[src/rtl/clkgen_cfg_pkg.sv]
package clkgen_cfg_pkg;

  localparam int DATA_W = 8;
  localparam int CODE_W = 5;

  typedef struct packed {
    logic wrOut;
    logic wrPci;
    logic wrMode;
  } cfgStrobes_t;

  typedef enum logic [1:0] {
    RD_NONE = 2'd0,
    RD_OUT  = 2'd1,
    RD_PCI  = 2'd2,
    RD_MODE = 2'd3
  } rdSel_t;

  // CPU target frequency in 10 kHz units for each code
  function automatic logic [15:0] cpuFreqOf(input logic [CODE_W-1:0] code);
    logic [15:0] f;
    case (code)
      5'd0:  f = 16'd13333;  5'd1:  f = 16'd9500;
      5'd2:  f = 16'd10099;  5'd3:  f = 16'd11500;
      5'd4:  f = 16'd10070;  5'd5:  f = 16'd10300;
      5'd6:  f = 16'd10500;  5'd7:  f = 16'd11000;
      5'd8:  f = 16'd10200;  5'd9:  f = 16'd10400;
      5'd10: f = 16'd10600;  5'd11: f = 16'd10700;
      5'd12: f = 16'd10800;  5'd13: f = 16'd10900;
      5'd14: f = 16'd9000;   5'd15: f = 16'd11100;
      5'd16: f = 16'd11200;  5'd17: f = 16'd11300;
      5'd18: f = 16'd11400;  5'd19: f = 16'd11600;
      5'd20: f = 16'd11700;  5'd21: f = 16'd11800;
      5'd22: f = 16'd11900;  5'd23: f = 16'd12000;
      5'd24: f = 16'd14200;  5'd25: f = 16'd14400;
      5'd26: f = 16'd14600;  5'd27: f = 16'd13800;
      5'd28: f = 16'd13600;  5'd29: f = 16'd13500;
      5'd30: f = 16'd14000;  default: f = 16'd15000;
    endcase
    return f;
  endfunction

  // Codes whose bus clocks divide the CPU clock by four instead of three
  function automatic logic useQuarter(input logic [CODE_W-1:0] code);
    return (code == 5'd0) || (code == 5'd23) || (code[4:3] == 2'b11);
  endfunction

endpackage

[src/rtl/clkgen_cfg_ctrl.sv]
module clkgen_cfg_ctrl
  import clkgen_cfg_pkg::*;
#(
  parameter int ADDR_W    = 3,
  parameter int OUT_ADDR  = 0,
  parameter int PCI_ADDR  = 1,
  parameter int MODE_ADDR = 2
) (
  input  logic              clk,
  input  logic              rstN,
  input  logic              wrEn,
  input  logic [ADDR_W-1:0] addr,
  output cfgStrobes_t       strobes,
  output rdSel_t            rdSel
);

  logic hitOut, hitPci, hitMode;

  always_comb begin
    hitOut  = (addr == ADDR_W'(OUT_ADDR));
    hitPci  = (addr == ADDR_W'(PCI_ADDR));
    hitMode = (addr == ADDR_W'(MODE_ADDR));

    strobes.wrOut  = wrEn && hitOut;
    strobes.wrPci  = wrEn && hitPci;
    strobes.wrMode = wrEn && hitMode;

    if (hitOut)       rdSel = RD_OUT;
    else if (hitPci)  rdSel = RD_PCI;
    else if (hitMode) rdSel = RD_MODE;
    else              rdSel = RD_NONE;
  end

  // at most one register is written per cycle
  a_r10_strobe_onehot: assert property (@(posedge clk) disable iff (!rstN)
    $onehot0(strobes));

  // no strobe without a write request
  a_r10_idle_no_strobe: assert property (@(posedge clk) disable iff (!rstN)
    !wrEn |-> (strobes == '0));

endmodule

[src/rtl/clkgen_cfg_dp.sv]
module clkgen_cfg_dp
  import clkgen_cfg_pkg::*;
#(
  parameter int FREQ_W = 16
) (
  input  logic               clk,
  input  logic               rstN,
  input  logic [2:0]         fsPins,
  input  logic               spreadPinN,
  input  cfgStrobes_t        strobes,
  input  rdSel_t             rdSel,
  input  logic [DATA_W-1:0]  wrData,
  output logic [DATA_W-1:0]  rdData,
  output logic [CODE_W-1:0]  freqCode,
  output logic               freqReload,
  output logic               spreadOn,
  output logic [1:0]         refEn,
  output logic               clk48En,
  output logic               clk2448En,
  output logic [1:0]         agpEn,
  output logic [2:0]         cpuEn,
  output logic [6:0]         pciEn,
  output logic               sdramFbEn,
  output logic [FREQ_W-1:0]  cpuFreq,
  output logic [FREQ_W-1:0]  pciFreq,
  output logic [FREQ_W-1:0]  agpFreq
);

  localparam int SUM_W = FREQ_W + 2;

  logic [DATA_W-1:0] outReg, pciReg, modeReg;
  logic [2:0]        fsLatch;
  logic [CODE_W-1:0] prevCode;

  always_ff @(posedge clk) begin
    if (!rstN) begin
      outReg   <= '1;
      pciReg   <= '1;
      modeReg  <= {1'b0, 2'b00, fsPins, 1'b0, 1'b1};
      fsLatch  <= fsPins;
      prevCode <= {2'b00, fsPins};
    end else begin
      if (strobes.wrOut)  outReg  <= wrData;
      if (strobes.wrPci)  pciReg  <= wrData;
      if (strobes.wrMode) modeReg <= wrData;
      prevCode <= freqCode;
    end
  end

  logic regSource;
  assign regSource = modeReg[1];

  always_comb begin
    freqCode   = regSource ? modeReg[6:2] : {2'b00, fsLatch};
    spreadOn   = regSource ? modeReg[7] : !spreadPinN;
    freqReload = (freqCode != prevCode);
  end

  assign refEn     = {pciReg[7], outReg[7]};
  assign clk2448En = outReg[6];
  assign clk48En   = outReg[5];
  assign agpEn     = outReg[4:3];
  assign cpuEn     = outReg[2:0];
  assign pciEn     = pciReg[6:0];
  assign sdramFbEn = modeReg[0];

  always_comb begin
    case (rdSel)
      RD_OUT:  rdData = outReg;
      RD_PCI:  rdData = pciReg;
      RD_MODE: rdData = modeReg;
      default: rdData = '0;
    endcase
  end

  // Frequency decode
  logic              quarter;
  logic [SUM_W-1:0]  cpuWide, rnd, pciSum, agpSum, pciQ, agpQ;

  always_comb begin
    cpuFreq = FREQ_W'(cpuFreqOf(freqCode));
    quarter = useQuarter(freqCode);
    cpuWide = SUM_W'(cpuFreq);
    rnd     = quarter ? SUM_W'(2) : SUM_W'(1);
    pciSum  = cpuWide + rnd;
    agpSum  = (cpuWide << 1) + rnd;
    pciQ    = quarter ? (pciSum >> 2) : (pciSum / SUM_W'(3));
    agpQ    = quarter ? (agpSum >> 2) : (agpSum / SUM_W'(3));
    pciFreq = pciQ[FREQ_W-1:0];
    agpFreq = agpQ[FREQ_W-1:0];
  end

  // straps hold once reset has been released
  a_r2_strap_hold: assert property (@(posedge clk) disable iff (!rstN)
    $past(rstN) |-> $stable(fsLatch));

  // pin source never reaches the upper half of the code space
  a_r3_pin_upper_zero: assert property (@(posedge clk) disable iff (!rstN)
    !regSource |-> (freqCode[4:3] == 2'b00));

  // AGP stays within one unit of twice PCI
  a_r9_agp_twice_pci: assert property (@(posedge clk) disable iff (!rstN)
    ((agpFreq + 1'b1) >= (pciFreq << 1)) && (agpFreq <= (pciFreq << 1) + 1'b1));

  // registers hold when nothing is written
  a_r10_hold_idle: assert property (@(posedge clk) disable iff (!rstN)
    (strobes == '0) |=> ($stable(outReg) && $stable(pciReg) && $stable(modeReg)));

  // a register-mode write of a new code is followed by a reload pulse
  a_r11_reload_on_code_write: assert property (@(posedge clk) disable iff (!rstN)
    (strobes.wrMode && regSource && wrData[1] && (wrData[6:2] != modeReg[6:2]))
      |=> freqReload);

  // the pulse never lasts two cycles without a second write
  a_r11_pulse_single: assert property (@(posedge clk) disable iff (!rstN)
    (freqReload && !strobes.wrMode) |=> !freqReload);

endmodule

[src/rtl/clkgen_cfg_bank.sv]
module clkgen_cfg_bank
  import clkgen_cfg_pkg::*;
#(
  parameter int ADDR_W    = 3,
  parameter int OUT_ADDR  = 0,
  parameter int PCI_ADDR  = 1,
  parameter int MODE_ADDR = 2,
  parameter int FREQ_W    = 16
) (
  input  logic              clk,
  input  logic              rstN,
  input  logic [2:0]        fsPins,
  input  logic              spreadPinN,
  input  logic              wrEn,
  input  logic [ADDR_W-1:0] addr,
  input  logic [7:0]        wrData,
  output logic [7:0]        rdData,
  output logic [4:0]        freqCode,
  output logic              freqReload,
  output logic              spreadOn,
  output logic [1:0]        refEn,
  output logic              clk48En,
  output logic              clk2448En,
  output logic [1:0]        agpEn,
  output logic [2:0]        cpuEn,
  output logic [6:0]        pciEn,
  output logic              sdramFbEn,
  output logic [FREQ_W-1:0] cpuFreq,
  output logic [FREQ_W-1:0] pciFreq,
  output logic [FREQ_W-1:0] agpFreq
);

  cfgStrobes_t strobes;
  rdSel_t      rdSel;

  clkgen_cfg_ctrl #(
    .ADDR_W(ADDR_W), .OUT_ADDR(OUT_ADDR), .PCI_ADDR(PCI_ADDR), .MODE_ADDR(MODE_ADDR)
  ) ctrl_i (
    .clk(clk), .rstN(rstN), .wrEn(wrEn), .addr(addr),
    .strobes(strobes), .rdSel(rdSel)
  );

  clkgen_cfg_dp #(.FREQ_W(FREQ_W)) dp_i (
    .clk(clk), .rstN(rstN), .fsPins(fsPins), .spreadPinN(spreadPinN),
    .strobes(strobes), .rdSel(rdSel), .wrData(wrData), .rdData(rdData),
    .freqCode(freqCode), .freqReload(freqReload), .spreadOn(spreadOn),
    .refEn(refEn), .clk48En(clk48En), .clk2448En(clk2448En), .agpEn(agpEn),
    .cpuEn(cpuEn), .pciEn(pciEn), .sdramFbEn(sdramFbEn),
    .cpuFreq(cpuFreq), .pciFreq(pciFreq), .agpFreq(agpFreq)
  );

endmodule

[config.mk]
export PLATFORM = sky130hd
export DESIGN_NAME = clkgen_cfg_bank
export DESIGN_NICKNAME = d
export VERILOG_FILES = /design/src/rtl/clkgen_cfg_pkg.sv /design/src/rtl/clkgen_cfg_ctrl.sv /design/src/rtl/clkgen_cfg_dp.sv /design/src/rtl/clkgen_cfg_bank.sv
export SDC_FILE = /design/constraint.sdc
export NUM_CORES = 1
export LEC_CHECK = 0
export BUFFER_PORTS_ARGS = -buffer_cell sky130_fd_sc_hd__buf_2
export CAP_MARGIN = 20
export CORE_ASPECT_RATIO = 1.75
export CORE_MARGIN = 4
export CORE_UTILIZATION = 59
export DETAILED_ROUTE_END_ITERATION = 10
export HOLD_SLACK_MARGIN = 0.06
export PLACE_DENSITY = 0.93
export SLEW_MARGIN = 20
export SYNTH_ARGS = -nofsm -noshare
export SYNTH_HDL_FRONTEND = slang
export SYNTH_SLANG_ARGS = --single-unit
[constraint.sdc]
create_clock -name clk -period 8.8 [get_ports clk]
set_clock_uncertainty 0.15 [all_clocks]
set_input_delay 0.88 -clock clk [delete_from_list [all_inputs] [get_ports clk]]
set_output_delay 0.88 -clock clk [all_outputs]
set_load 0.1 [all_outputs]
# Yosys cells after proc, flatten, opt, wreduce, memory -nomap -nowiden
# Memories as Yosys holds them, arrays and structs flattened.
# Index checks and enable logic that the tools add are counted.
# totals
out_inout_bits	80
n_memories	1
register_bits	32
romBits	416
input_bits	18
# classes
div	2
n_mux	12
add_sub_neg	2
n_eq_ne	9
n_reduce_logical	8
# memory_table
name	depth	word_bits	rd	rd_ports_with_merged_regs	write_ports	line	rtl
(no name shown)	32	13	1	0	0	clkgen_cfg_pkg.sv:22	case (code)
# ops
operator	n
$div 18x2->18 const B	2
$mux 16	2
$pmux 8 s3	1
$add 16x18->18	1
$add 17x18->18	1
$mux 5	3
$mux 2	4
$eq 2x2->1 const B	3
$eq 5x5->1 const B	1
$logic_not 5->1	1
$ne 5x5->1	1
$eq 3x1->1 const B	1
$eq 3x2->1 const B	1
$logic_and 1x1->1	3
$logic_not 3->1	1
$mux 3	1
$eq 2x1->1 const B	1
$logic_or 1x1->1	2
$ne 2x1->1 const B	1
$logic_not 1->1	1
$mux 1	1

# Depth between registers and ports, before layout
# Gate-level depths: netlist (run 1).
# depth
depth_word	8
mapped_depth	34
mapped_depth_nobuf	28

# Modules after synthesis
# From an unflattened synthesis (run 1), not the netlist that was laid out.
# hier_totals
hier_cells	695
hier_area_um2	5008.6
# by_module_without_submodules
module	n_inst	cells_per_inst	area_per_inst_um2
clkgen_cfg_dp	1	687	4957.3
clkgen_cfg_ctrl	1	8	51.3

# Least setup slack after synthesis (run 1)
# No wires, ideal clock.
# synth_timing
path_type	register to output
start	reg dp_i.modeReg[1]
end	out pciFreq[0]
arrival_ns	9.131
path_stages_with_launch	33
path_slack_ns	-1.361
path_cell_list	dfxtp_1 -> buf_6 -> mux2i_4 -> ha_1 -> inv_1 -> nor4_1 -> a21oi_1 -> mux2_2 -> clkbuf_1 -> inv_1 -> a31oi_1 -> inv_1 -> clkbuf_1 -> clkbuf_1 -> fa_1 -> inv_1 -> nor4_4 -> nand3_2 -> or4_1 -> o21ai_1 -> a21oi_1 -> or4_1 -> buf_2 -> and4_1 -> a211oi_2 -> a32oi_1 -> a31oi_1 -> a32oi_2 -> ha_1 -> a21o_1 -> a31oi_1 -> o32ai_1 -> a41oi_1
# synth_lines
element	line	rtl
start, declared	clkgen_cfg_dp.sv:31	logic [DATA_W-1:0] outReg, pciReg, modeReg;
start signal, assigned	clkgen_cfg_dp.sv:39	modeReg <= {1'b0, 2'b00, fsPins, 1'b0, 1'b1};
start signal, assigned	clkgen_cfg_dp.sv:45	if (strobes.wrMode) modeReg <= wrData;
$mux 5	clkgen_cfg_dp.sv:54	freqCode = regSource ? modeReg[6:2] : {2'b00, fsLatch};
$mem_v2 32x13	-	
net cpuFreq[12]	clkgen_cfg_bank.sv:28	output logic [FREQ_W-1:0] cpuFreq,
$add 16x18->18	clkgen_cfg_dp.sv:85	pciSum = cpuWide + rnd;
$div 18x2->18	clkgen_cfg_dp.sv:87	pciQ = quarter ? (pciSum >> 2) : (pciSum / SUM_W'(3));
$mux 16	clkgen_cfg_dp.sv:87	
end, declared	clkgen_cfg_bank.sv:29	output logic [FREQ_W-1:0] pciFreq,
# The timed path passes the listed nets, and every way through them passes these cells.

# Final worst setup path (run 1)
# layout_timing
start	reg dp_i.modeReg[1]
end	out agpFreq[0]
# layout_between
elab_chain_len	8
# layout_rtl
element	line	rtl
$mux 5 (*)	clkgen_cfg_dp.sv:54	
branches (longest 6 deep; another with $add 17x18->18)	-	
$mux 16 (*)	clkgen_cfg_dp.sv:88	agpQ = quarter ? (agpSum >> 2) : (agpSum / SUM_W'(3));
end, declared	clkgen_cfg_bank.sv:30	output logic [FREQ_W-1:0] agpFreq
# Every way passes the cells marked *.

==> results of run 1 <==
[repair_timing]
action / in CTS / in global routing
resized for setup: 0 / 10
setup buffers: 0 / 5
hold buffers: 0 / 0
endpoints found under the setup margin: 0 / 4
[power breakdown]
part | switching, mW | leakage, nW | internal, mW | total [mW]
sequential | 0.00950 | 0.272 | 0.157 | 0.166
combinational | 0.940 | 2.27 | 0.360 | 1.30
clock | 0.0601 | 0.0766 | 0.111 | 0.171
total | 1.01 | 2.62 | 0.628 | 1.64
[area by class of cell]
| type | count | area (µm²) | share of cell area (%) |
|---|---|---|---|
| Clock buffer | 6 | 139 | 2.16 |
| Clock inverter | 2 | 10.0 | 0.156 |
| Inverter | 26 | 103 | 1.60 |
| Multi-Input combinational cell | 700 | 4590 | 71.5 |
| Sequential cell | 32 | 702 | 10.9 |
| Tap cell | 120 | 150 | 2.34 |
| Timing Repair Buffer | 116 | 729 | 11.4 |
[worst max-delay path: cells and delay by family (launching register included)]
family / cells / cell delay (ns)
compound gates: 8 / 1.73
fa+ha+maj: 4 / 0.95
mux: 3 / 0.95
flops: 1 / 0.43
buf+inv: 6 / 0.97
xor+xnor: 1 / 0.35
simple gates: 7 / 1.59
[cells by family (layout without fill, tap and decap cells)]
family,after synthesis,count (layout)
simple gates,363,363
compound gates,239,239
buf+inv,82,150
xor+xnor,38,38
mux,35,35
flops,32,32
fa+ha+maj,17,17
other cells,2,8
[final timing paths]
kind	start	end	slack [ns]	cells after the start
max	dp_i.modeReg[1]	agpFreq[0]	0.53	29
min	dp_i.pciReg[3]	dp_i.pciReg[3]	0.34	2
max reg2reg	dp_i.modeReg[6]	dp_i.prevCode[4]	7.20	2
min reg2reg	dp_i.pciReg[3]	dp_i.pciReg[3]	0.34	2
[cells in the final DEF (no fill, tap or decap), types with 8 or more instances in the layout]
cell      Yosys  routed
nand3_1      44      44
and3_1       12      12
ha_1         15      14
a31oi_1      15      14
conb_1        2       8
xnor2_1      33      33
nand2b_1      9       9
nand2_1      95      95
buf_4        10      26
a211oi_1     11       9
a21oi_1      62      60
nor2b_1      11      11
inv_1        18      17
o22ai_1      10      10
o31ai_1       8       8
o21ai_0      37      37
mux2i_1      27      27
nor3_1       24      24
buf_2        17      83
nor2_1       98      97
dfxtp_1      26      25
nand4_1       9       9
[metal layers]
metal / vias to the layer above / GRT usage [%]
li1: 3116 / -
met2: 471 / 59.3
met1: 3112 / 35.2
met4: 0 / 25.0
met3: 154 / 5.50
met5: - / 0
[registers in the layout (all words and copies together), names as in the netlist]
register       flops
dp_i.outReg        8
dp_i.pciReg        8
dp_i.fsLatch       3
dp_i.prevCode      5
dp_i.modeReg       8
[metrics by stage]
step	setup WS, ns	util, %	cell area (µm²)
finish	0.531	70.2	6420
global route	-0.0140	70.2	6420
CTS	0.135	69.3	6340
detailed placement	0.438	67.7	6190
global placement	0.677	67.7	6190
floorplan	-0.125	-	5640
[cell usage after synthesis (all sizes together) (4+ instances only)]
library cell  instances
buf                  31
clkinv                4
edfxtp                6
nor4                 10
clkbuf               25
o221ai                4
a211oi               17
mux2                  5
o21a                  6
and4                  7
and2                  7
inv                  22
mux2i                30
or3                   6
o22ai                11
or4                   5
nor3                 27
o211ai                6
nand3                46
a22oi                 8
nor2                101
o31ai                 9
a21oi                62
ha                   15
nand2b                9
nand2                97
xnor2                35
a32oi                 5
o21ai                44
nor2b                11
a41oi                 4
and3                 12
a21o                  5
nand4                10
a31oi                15
dfxtp                26
==> flow_metrics.py, run 1 <==
metrics = {
    "yosys": {
        "synthTopCellsByArea": "dfxtp_1, nor2_1, nand2_1",
        "synthSimpleGateAreaFrac_pct": 33.0,
        "yosysSeqAreaShare_pct": 12.6,
        "yosysUniqueCellTypes": 102,
        "synth_compound_area_share_pct": 29.6,
        "synth_mux_area_share_pct": 7.29,
        "synthXorXnorAreaFrac_pct": 6.45,
        "postSynthAreaPerCell_um2": 6.89,
        "synth_largest_area_cell": "dfxtp_1",
        "synth-seq-cells": 32,
        "yosysWarnings": 0,
        "synth_ff_type": "dfxtp_1",
        "asyncSetResetFlopFracSynth_pct": 0,
        "yosys.area.top_type_share_pct": 9.35,
        "synth_area_um2": 5560,
        "synth-adder-area-share_pct": 3.91,
        "synth_top_family_by_area": "simple AND/OR/NAND/NOR gates",
        "synth_edf_count": 6,
        "postSynthCellCount": 808,
    },
    "clock_network": {
        "clkLatencyLatePin_ns": 0.28,
        "htreeDepth": 2,
        "cts_tree": "built",
        "cts.sinks": 32,
        "cts_buffers": 5,
        "cts_root_buf": "clkbuf_16",
        "clk_pin_slew_ns": 0.05,
        "cts_max_path_buffers": 2,
    },
    "drt": {
        "met1_length_um": 6220,
        "wl_met3_um": 1490,
        "wl_met2_um": 9770,
        "drcViolationCount": 0,
        "ant_nets": 0,
        "routed_wl_um": 19000,
        "highest_layer": "met4",
        "vias": 6853,
        "drtIter0Drc": 700,
        "wl_per_cell_um": 18.9,
        "dr.pass1.iters": 6,
        "vias_per_cell": 6.84,
    },
    "sta": {
        "setup_tns_ns": 0,
        "slew_headroom_pct": 40.8,
        "finalSetupViolations": 0,
        "fin_hold_ws_ns": 0.336,
        "timing.fmax_mhz": 121,
        "drv_slew": 0,
        "max_slew.worst_pin.slew_ns": 0.882,
        "fin_crit_sh_pct": 94.0,
        "period_needed_ns": 8.27,
        "hold_viol": 0,
    },
    "place": {
        "io_buffers": 89,
        "dp_cells": 989,
        "dpl.hpwl_um": 14100,
        "gp_congestion": 1.08,
    },
    "global_routing": {
        "track_usage_pct": 33.9,
        "antenna_found_initial": 0,
        "grt_max_degree": 32,
        "grt_pass1_vias": 6407,
        "grt_pass1_wl_um": 30300,
        "grt_overflow": 0,
    },
    "die": {
        "io_pins": 98,
        "rows": 46,
        "core-area_um2": 9150,
        "die_h_um": 136,
        "dieWidth_um": 81.4,
        "start_util_pct": 60.8,
        "die_area_um2": 11100,
    },
    "setup_path": {
        "critPathKind": "register to output port",
        "cp_slowest_cell": "a311o_1",
        "critPathRequiredTime_ns": 7.77,
        "crit_path_start_kind": "register",
        "worstPathArrival_ns": 7.24,
        "worstPathMaxFanout": 11,
        "crit_path_end_kind": "output port",
        "slowest_delay_ns": 0.46,
    },
    "final_layout": {
        "fin_cells": 1002,
        "n_fill_cell": 732,
        "antenna-diode-count": 0,
        "num-nets-final": 915,
        "drive_gt1_share_pct": 21.8,
        "synthToLayoutAreaGrowth_pct": 15.4,
    },
    "outcome": {
        "status": "completed",
    },
    "pwr": {
        "p_leak_nw": 2.62,
        "ir_drop_mv": 0.252,
        "power_density_nw_per_um2": 255,
        "power_mw": 1.64,
    },
    "hold_path": {
        "hold_path_class": "register to register",
    },
    "job": {
        "maxCapViolations": 0,
    },
}
Note: power is estimated with default switching activity, not from simulation.
==> run 2: changes to the inputs <==
--- a/config.mk
+++ b/config.mk
@@ -8,12 +8,11 @@
 export BUFFER_PORTS_ARGS = -buffer_cell sky130_fd_sc_hd__buf_2
 export CAP_MARGIN = 20
 export CORE_ASPECT_RATIO = 1.75
-export CORE_MARGIN = 4
-export CORE_UTILIZATION = 59
+export CORE_UTILIZATION = 52
 export DETAILED_ROUTE_END_ITERATION = 10
 export HOLD_SLACK_MARGIN = 0.06
-export PLACE_DENSITY = 0.93
-export SLEW_MARGIN = 20
+export PLACE_DENSITY = 0.84
+export SLEW_MARGIN = 15
 export SYNTH_ARGS = -nofsm -noshare
 export SYNTH_HDL_FRONTEND = slang
 export SYNTH_SLANG_ARGS = --single-unit
==> flow_metrics.py, run 2 (synthesis gave the netlist of run 1 again) <==
metrics = {
    "global_routing": {
        "grt_pass1_vias": 6379,
        "track_usage_pct": 34.3,
        "grt_overflow": 0,
        "antenna_found_initial": 0,
        "grt_pass1_wl_um": 30600,
        "grt_max_degree": 32,
    },
    "sta": {
        "rsz0062_at_grt": "no",
        "slew_headroom_pct": 29.2,
        "hold_viol": 0,
        "drv_slew": 0,
        "fin_crit_sh_pct": 95.1,
        "finalSetupViolations": 0,
        "timing.fmax_mhz": 119,
        "max_slew.worst_pin.slew_ns": 1.06,
        "period_needed_ns": 8.37,
    },
    "final_layout": {
        "n_fill_cell": 1007,
        "num-nets-final": 912,
        "drive_gt1_share_pct": 21.4,
        "final_cell_mix": "nand2_1, nor2_1, buf_2, a21oi_1, nand3_1",
        "final_core_util_pct": 62.3,
        "final_area_um2": 6450,
        "reg_top3": "dp_i.modeReg (8), dp_i.outReg (8), dp_i.pciReg (8)",
        "antenna-diode-count": 0,
        "synthToLayoutAreaGrowth_pct": 15.9,
    },
    "clock_network": {
        "clk_pin_slew_ns": 0.05,
        "cts_root_buf": "clkbuf_16",
        "ctsHoldBuffers": 0,
        "clkLatencyLatePin_ns": 0.29,
        "postCtsSetupBuffers": 0,
        "cts.sinks": 32,
        "cts_buffers": 5,
        "htreeDepth": 2,
        "cts_tree": "built",
        "cts_resized": 0,
        "cts_max_path_buffers": 2,
    },
    "setup_path": {
        "worstPathArrival_ns": 7.34,
        "slowest_delay_ns": 0.49,
        "cp_slowest_cell": "dfxtp_1",
        "worstPathMaxFanout": 16,
        "critPathKind": "register to output port",
        "crit_path_end_kind": "output port",
        "critPathRequiredTime_ns": 7.77,
        "crit_path_start_kind": "register",
    },
    "place": {
        "dpl.hpwl_um": 14800,
        "io_buffers": 89,
        "post_dp_cell_area_um2": 6250,
        "gp_congestion": 1.05,
    },
    "drt": {
        "wl_per_cell_um": 18.9,
        "ant_nets": 0,
        "routed_wl_um": 19000,
        "vias": 6677,
        "drtIter0Drc": 542,
        "drcViolationCount": 0,
        "dr.pass1.iters": 5,
        "vias_per_cell": 6.64,
    },
    "die": {
        "start_util_pct": 53.7,
        "die_h_um": 139,
        "core-area_um2": 10400,
        "die_area_um2": 11100,
        "dieWidth_um": 80.2,
        "io_pins": 98,
        "rows": 49,
    },
    "hold_path": {
        "hold_path_class": "register to register",
    },
    "outcome": {
        "status": "completed",
    },
    "pwr": {
        "p_leak_nw": 2.62,
        "power_density_nw_per_um2": 255,
        "ir_drop_mv": 0.434,
    },
    "job": {
        "maxCapViolations": 0,
    },
}
==> run 2: cell types whose count changed in the layout (fill, tap and decap cells not counted), moves of 2 or more <==
cell	change
buf_12	+2
buf_4	-2
clkbuf_1	+2
clkinv_2	-2
nor2_1	-2
==> run 2: path summary, 6_finish.rpt <==
| path | slack [ns] | startpoint | to | cells past startpoint |
|---|---|---|---|---|
| hold / removal | 0.34 | dp_i.outReg[4] | dp_i.outReg[4] | 2 |
| hold reg to reg | 0.34 | dp_i.outReg[4] | dp_i.outReg[4] | 2 |
| setup / recovery | 0.43 | dp_i.modeReg[1] | agpFreq[0] | 29 |
| setup reg to reg | 7.20 | dp_i.modeReg[1] | dp_i.prevCode[2] | 4 |
==> run 2: area by class of cell <==
class / count / area, µm² / area share (%)
inverter: 26 / 103 / 1.59
timing repair buffer: 113 / 731 / 11.3
multi-input combinational: 700 / 4610 / 71.5
tap: 127 / 159 / 2.46
clock buffer: 8 / 146 / 2.27
sequential: 32 / 701 / 10.9
==> run 2: stage by stage <==
stage | setup slack, ns | std cells | total power, mW | hold slack [ns] | TNS, ns
2_1_floorplan | -0.125 | 814 | 1.19 | 0.336 | -0.176
3_3_place_gp | 0.767 | 998 | 1.45 | 0.322 | 0
3_5_place_dp | 0.474 | 998 | 1.45 | 0.335 | 0
4_1_cts | 0.151 | 1006 | 1.63 | 0.344 | 0
5_1_grt | 0.0523 | 1006 | 1.72 | 0.355 | 0
6_report | 0.427 | 1006 | 1.65 | 0.343 | 0
==> run 2: power breakdown <==
group | internal [mW] | total (mW) | switching, mW
logic | 0.366 | 1.31 | 0.939
clock network | 0.113 | 0.176 | 0.0637
registers | 0.157 | 0.167 | 0.00967
total | 0.636 | 1.65 | 1.01
==> run 2: critical path: cells and delay by family (launching register included) <==
family | cells | cell delay (ns)
multiplexers | 3 | 0.91
adder cells (fa/ha/maj) | 4 | 0.99
buffers and inverters | 6 | 1.07
flip-flops | 1 | 0.49
AND/OR/NAND/NOR | 4 | 0.79
AO/OA/AOI/OAI | 11 | 2.55
XOR/XNOR | 1 | 0.22
==> run 2: routing by layer <==
layer,track usage [%],part of all wire [%]
met2,61.6,52
met3,5.13,5.4
met5,0,0
met4,25.4,6.3
met1,34.6,36
